File: src/rtl/pwm_dual_reload_timer.sv
module pwm_dual_reload_timer #(
  parameter int CW  = 16,
  parameter int DIV = 10
) (
  input  logic          clk,
  input  logic          rst_n,
  input  logic          lp_tick,
  input  logic          run_en,
  input  logic          fast_sel,
  input  logic          div_bypass,
  input  logic          toggle_mode,
  input  logic          wr_en,
  input  logic [1:0]    addr,
  input  logic [CW-1:0] wdata,
  output logic [CW-1:0] rdata,
  output logic          pwm_out,
  output logic          on_evt
);
  localparam int DW = $clog2(DIV);
  localparam logic [DW-1:0] DIV_LAST = DW'(DIV - 1);

  logic [CW-1:0] hi_rl, lo_rl, on_rl;
  logic [CW-1:0] cnt, on_cnt;
  logic [DW-1:0] div_cnt;
  logic          phase_high, tog;

  wire tick    = fast_sel | lp_tick;
  wire on_tick = tick & (div_bypass | (div_cnt == DIV_LAST));

  always_ff @(posedge clk or negedge rst_n) begin
    if (!rst_n) begin
      hi_rl <= '0;
      lo_rl <= '0;
      on_rl <= '0;
    end else if (wr_en) begin
      case (addr)
        2'd0:    hi_rl <= wdata;
        2'd1:    lo_rl <= wdata;
        2'd2:    on_rl <= wdata;
        default: ;
      endcase
    end
  end

  always_ff @(posedge clk or negedge rst_n) begin
    if (!rst_n) begin
      cnt        <= '0;
      phase_high <= 1'b0;
      tog        <= 1'b0;
    end else if (!run_en) begin
      cnt        <= '0;
      phase_high <= 1'b0;
      tog        <= 1'b0;
    end else begin
      tog <= phase_high ? ~tog : 1'b0;
      if (tick) begin
        if (cnt == '0) begin
          phase_high <= ~phase_high;
          cnt        <= phase_high ? lo_rl : hi_rl;
        end else begin
          cnt <= cnt - 1'b1;
        end
      end
    end
  end

  always_ff @(posedge clk or negedge rst_n) begin
    if (!rst_n) begin
      div_cnt <= '0;
      on_cnt  <= '0;
      on_evt  <= 1'b0;
    end else if (!run_en) begin
      div_cnt <= '0;
      on_cnt  <= '0;
      on_evt  <= 1'b0;
    end else begin
      if (tick) div_cnt <= (div_cnt == DIV_LAST) ? '0 : div_cnt + 1'b1;
      on_evt <= on_tick && (on_cnt == CW'(1));
      if (on_tick) on_cnt <= (on_cnt == '0) ? on_rl : on_cnt - 1'b1;
    end
  end

  assign pwm_out = phase_high & (~toggle_mode | ~tog);

  always_comb begin
    case (addr)
      2'd0, 2'd1: rdata = cnt;
      2'd2:       rdata = on_cnt;
      default:    rdata = '0;
    endcase
  end


  held_clear_chk: assert property (@(posedge clk) disable iff (!rst_n)
    !run_en |=> (!pwm_out && !on_evt && cnt == '0 && on_cnt == '0));


  evt_single_chk: assert property (@(posedge clk) disable iff (!rst_n)
    on_evt |=> !on_evt);


  toggle_alt_chk: assert property (@(posedge clk) disable iff (!rst_n)
    (run_en && $past(run_en) && phase_high && $past(phase_high) &&
     toggle_mode && $past(toggle_mode)) |-> (pwm_out != $past(pwm_out)));


  step_one_chk: assert property (@(posedge clk) disable iff (!rst_n)
    (run_en && $past(run_en) && $past(cnt) != '0 && cnt != $past(cnt))
      |-> (cnt == $past(cnt) - 1'b1));


  div_range_chk: assert property (@(posedge clk) disable iff (!rst_n)
    div_cnt <= DIV_LAST);
endmodule

File: config.mk
export PLATFORM = sky130hd
export DESIGN_NAME = pwm_dual_reload_timer
export DESIGN_NICKNAME = d
export VERILOG_FILES = /design/src/rtl/pwm_dual_reload_timer.sv
export SDC_FILE = /design/constraint.sdc
export NUM_CORES = 1
export LEC_CHECK = 0
export BUFFER_PORTS_ARGS = -buffer_cell sky130_fd_sc_hd__buf_2
export CAP_MARGIN = 20
export CORE_ASPECT_RATIO = 0.6
export CORE_UTILIZATION = 54
export DETAILED_ROUTE_END_ITERATION = 12
export PLACE_DENSITY = 0.77
export SYNTH_ARGS = -nofsm -noshare
export SYNTH_HDL_FRONTEND = slang
export SYNTH_SLANG_ARGS = --single-unit
File: constraint.sdc
create_clock -name clk -period 2.6 [get_ports clk]
set_clock_uncertainty 0.2 [all_clocks]
set_input_delay 0.52 -clock clk [delete_from_list [all_inputs] [get_ports clk]]
set_output_delay 0.52 -clock clk [all_outputs]
set_load 0.03 [all_outputs]
### Word level (Yosys, flattened, before mapping)

Index checks and enable logic that the tools add are counted.

| storage, ports and cells | value |
|---|---|
| output and inout bits | 18 |
| logic and storage cells | 53 |
| input port bits | 26 |
| register bits after elaboration | 87 |

| cells by class | value |
|---|---|
| $add $sub $neg | 3 |
| bitwise gates (word level) | 8 |
| muxes and demuxes | 17 |
| reduce and logical (&&, ||, !) cells | 9 |
| equality and inequality tests | 7 |

Operators by type and width:

| operator | number |
|---|---|
| 16-bit two-way mux | 7 |
| 16-bit logical NOT | 2 |
| 16-bit case mux with 2 select lines | 1 |
| 16-bit by 1-bit subtractor with 16-bit output, second input constant | 2 |
| 16-bit by 1-bit == test with 1-bit output, second input constant | 1 |
| 4-bit two-way mux | 3 |
| 2-bit AND reduction | 4 |
| 1-bit two-way mux | 6 |
| 2-bit by 1-bit != test with 1-bit output, second input constant | 3 |
| 4-bit by 1-bit adder with 4-bit output, second input constant | 1 |
| 4-bit == test, second input constant | 1 |
| 1-bit inverter | 3 |
| 1-bit bitwise OR | 3 |
| 1-bit AND | 2 |
| 2-bit by 1-bit == test with 1-bit output, second input constant | 1 |
| 2-bit == test, second input constant | 1 |
| 2-bit logical NOT | 1 |
| 2-bit OR reduction | 1 |
| 1-bit logical AND | 1 |

### Depth between registers and ports, before layout

| logic depth | value |
|---|---|
| depth in word-level cells | 5 |
| gate-level depth with buffers | 8 |
| mapped depth without buffers | 7 |

### Least setup slack after synthesis

No wires, ideal clock.

| timing | value |
|---|---|
| path kind | register to output |
| start | register phase_high |
| end | output pwm_out |
| stages on the path, launching flop included | 4 |
| arrival | 1.924 ns |
| path buffers | 2 |
| data required time | 1.880 ns |
| slack | -0.044 ns |
| cells stage by stage | dfrtp_1 -> clkbuf_1 -> buf_1 -> a21boi_0 |

| on the way | value |
|---|---|
| word-level cells in the longest chain between the ends | 1 |

Ends and longest elaborated chain:

| what | line | RTL |
|---|---|---|
| from (decl) | 25 | `logic phase_high, tog;` |
| from (signal assigned) | 58 | `phase_high <= ~phase_high;` |
| 1-bit AND | 83 | `assign pwm_out = phase_high & (~toggle_mode \| ~tog);` |
| to (decl) | 16 | `output logic pwm_out,` |

Every way passes these cells.

### Worst setup path after layout

| timing | value |
|---|---|
| start | register on_cnt[8] |
| end | register on_cnt[8] |

| on the way | value |
|---|---|
| word-level cells in the longest chain between the ends | 4 |
| elaborated cells between the ends (all ways) | 5 |
| those cells by class | 1 x add/sub; 3 x mux; 1 x reduce/logical |

Ends and longest elaborated chain:

| what | line | RTL |
|---|---|---|
| from (decl) | 23 | `logic [CW-1:0] cnt, on_cnt;` |
| from (signal assigned) | 79 | `if (on_tick) on_cnt <= (on_cnt == '0) ? on_rl : on_cnt - 1'b1;` |
| 16-bit by 1-bit subtractor with 16-bit output or 16-bit logical NOT (tied branches) | 79 |  |
| 16-bit two-way mux * (2 in a row) | 79 |  |
| 16-bit two-way mux * | 72 | `end else if (!run_en) begin` |

Mark *: on every way between the ends. The rest lies on a longest branch, timed or not. The select of a mux whose other input is x is not followed.
A chain may end at the register's enable or synchronous reset.

==> qor.yml <==
status: "finished clean"
period_needed_ns: 2.60
grt_pass1_vias: 4016
cp_cell_sequence: "or4_4, or4_4, and4bb_4, a21oi_1, o21ai_0"
critical_path.endpoint_type: "register"
cts_htree_levels: 3
ys.flop_type: "dfrtp_1"
dieWidth_microns: 122
maxSlewViolCount: 0
route.detailed.drc: 0
synth_most_common_cell: "dfrtp_1"
min_path_type: "reg2reg"
final-hold-violation-count: 0
tightestPinTransition_ns: 0.670
crit_arrival_ns: 2.65
initial_core_utilization_pct: 57.7
clockBufferDepth: 2
clock_share_of_power_pct: 19.3
finish.instance_area_sq_mm: 0.00568
finalCritPeriodShare_pct: 99.8
vias_per_cell: 6.42
dp_cells: 643
nFillCells: 619
cts_sinks: 87
static-leakage-power_nw: 2.50
timing.critical_path.required_ns: 2.65
fp.dieH_microns: 74.2
synthDistinctLibCells: 49
core_area_sq_mm: 0.00813
tritoncts: "built"
synth_top_area_share_pct: 46.4
insertion_delay_ns: 0.35
timing.critical_path.from: "on_cnt[8]$_DFFE_PN0P_"
mean_syn_cell_area_sq_um: 9.82
detailed_place.area_sq_mm: 0.00527
yosys.area.top_type: "dfrtp_1"
first_pass_iters: 6
routedWlPerCell_microns: 20.2
cp-endpoint: "on_cnt[8]$_DFFE_PN0P_"
worst_ir_drop_vdd_v: 0.000623
pre_cts_ws_ns: -0.118
cap_violations: 0
root_buffer: "clkbuf_16"
timing.reg2reg.worst_path_depth: 5
synthesis.instances: 478
path_clk_slew_ns: 0.06
routed_wirelength_microns: 13400
timing.setup.critical_path_class: "reg2reg"
powerDensity_mw_per_mm2: 1270
critical_path.max_stage_delay_ns: 0.58
grt_antenna_before_repair: 0
floorplan.die_area_sq_mm: 0.00908
final.setup.worst_slack_ns: 0.00437
syn_to_final_growth_pct: 21.0
dr_total_vias: 4265
grt_setup_unrepaired: "no"
reg2reg_from: "on_cnt[8]$_DFFE_PN0P_"
synth-seq-area-share_pct: 46.4
drive_above_1_share_pct: 31.5
synth.net_count: 511
antenna_violating_nets_post_route: 0
largest_net_degree_at_the_start_of_global_routing: 53
ys_seq_elements: 87
critical-path-top-cell-by-count: "or4_4"
synth.cells.most_frequent: "dfrtp_1 (87), mux2_2 (51), o21ai_0 (39)"
grt_first_pass_wirelength_microns: 20800
power_switching_w: 0.00306
final_nets: 585
port_buffers: 43
rrSetupSlack_ns: 0.004
final-setup-viol-count: 0
comb_power_share_pct: 52.9
switching_share_pct: 42.3
r2r-end: "on_cnt[8]$_DFFE_PN0P_"
antenna-diode-count: 0
placement_rows: 25
synthArstFlopShare_pct: 100
critical-path-slowest-cell: "or4_4"
num_io_pins: 44
global_route.overflow_total: 0
p_int_w: 0.00417
post-dp-hpwl_microns: 9420
timing.slew.headroom_pct: 55.4
drt_iter0_markers: 512
post_syn_area_sq_mm: 0.00469
cts_inserted_buffers: 9
layoutNonFillerInstCount: 664
track_usage_pct: 31.2
hold_path_startpoint: "tog$_DFF_PN0_"
setup_crit_start_kind: "register"
yosys-top-cells-area: "dfrtp_1 (46%), mux2_2 (12%), o21ai_0 (4.2%)"
globalplace.congestion: 0.990
max_freq_mhz: 385
crit_fanout: 6
synth_edf_count: 0
yosysWarnings: 0
power.share.sequential_pct: 27.8
## repair_timing
| item | in CTS | in global routing |
|---|---|---|
| setup endpoints to repair | 12 | 18 |
| gates cloned | 0 | 2 |
| gates resized for setup | 2 | 14 |
| endpoints found under the hold margin | 35 | 0 |
| pin swaps | 0 | 3 |
| hold buffers | 1 | 0 |
| setup buffers | 0 | 3 |
## layout make-up
type / instances / area, sq um / area share, %
sequential: 87 / 2180 / 38.4
clock inverter: 5 / 82.6 / 1.45
tap: 108 / 135 / 2.38
multi-input combinational: 339 / 2350 / 41.4
clock buffer: 10 / 239 / 4.21
inverter: 22 / 82.6 / 1.45
timing repair buffer: 93 / 609 / 10.7
## cell usage in the layout, fill, tap and decap left out, drive strengths merged, types with 3 or more instances in the layout
master	instances
clkinvlp	3
clkbuf	10
nor3	19
or4	7
o21a	3
o2bb2ai	3
and2	3
dfrtp	87
a21oi	31
nand2	37
o22ai	17
and3	6
nor2	27
nor4	11
o21ai	41
nand4	5
nand3	10
buf	92
nor2b	5
mux2	51
o211ai	4
nor3b	3
a21boi	4
ha	7
mux2i	14
a32o	5
or3	3
inv	22
## per-layer routing
layer | vias to the layer above | part of all wire, % | track usage (%)
met5 | - | 0 | 0
li1 | 1903 | - | -
met1 | 2050 | 43 | 43.6
met2 | 273 | 44 | 48.8
met4 | 0 | 2.4 | 11.0
met3 | 39 | 11 | 6.52
## state kept, by name, summed over array words and instances, names as in the netlist
signal / count
cnt: 16
hi_rl: 16
lo_rl: 16
on_cnt: 16
on_rl: 16
div_cnt: 4
on_evt: 1
phase_high: 1
tog: 1
## logic make-up after synthesis
group                      Yosys count  synth area share, %
adders and majority gates            7                 1.87
AOI/OAI and AO/OA                  119                 15.3
muxes                               65                 15.2
buffers and inverters               53                 4.51
DFF                                 87                 46.4
and+or+nand+nor                    147                 16.7
## worst min-delay path by stage
stage                                end  depth (start not counted)
floorplan             cnt[0]$_DFFE_PN0P_                          0
finish                     tog$_DFF_PN0_                          1
global route        lo_rl[6]$_DFFE_PN0P_                          2
detailed placement         tog$_DFF_PN0_                          1
CTS                        tog$_DFF_PN0_                          1
global placement           tog$_DFF_PN0_                          1
## metrics by stage
step | util, % | TNS (ns) | power, W | hold slack (ns)
2_1_floorplan | - | 0 | 0.00432 | 0.0244
3_3_place_gp | 64.8 | 0 | 0.00533 | 0.212
3_5_place_dp | 64.8 | -0.564 | 0.00548 | 0.217
4_1_cts | 69.0 | 0 | 0.00693 | 0.225
5_1_grt | 69.8 | 0 | 0.00760 | 0.230
6_report | 69.8 | 0 | 0.00723 | 0.221
## power groups by stage
stage	combinational, W	sequential, W	clock, W
after floorplan	0.00239	0.00193	0
final	0.00382	0.00201	0.00140
after CTS	0.00353	0.00199	0.00141
after global routing	0.00408	0.00205	0.00147
after global placement	0.00334	0.00198	0
after detailed placement	0.00348	0.00200	0
## worst max-delay path: cells and delay by family, from the launching register on
| kind | cells | cell delay, ns |
|---|---|---|
| AND/OR/NAND/NOR | 3 | 1.58 |
| flip-flops | 1 | 0.43 |
| AO/OA/AOI/OAI | 2 | 0.29 |
(Power assumes the default switching activity.)
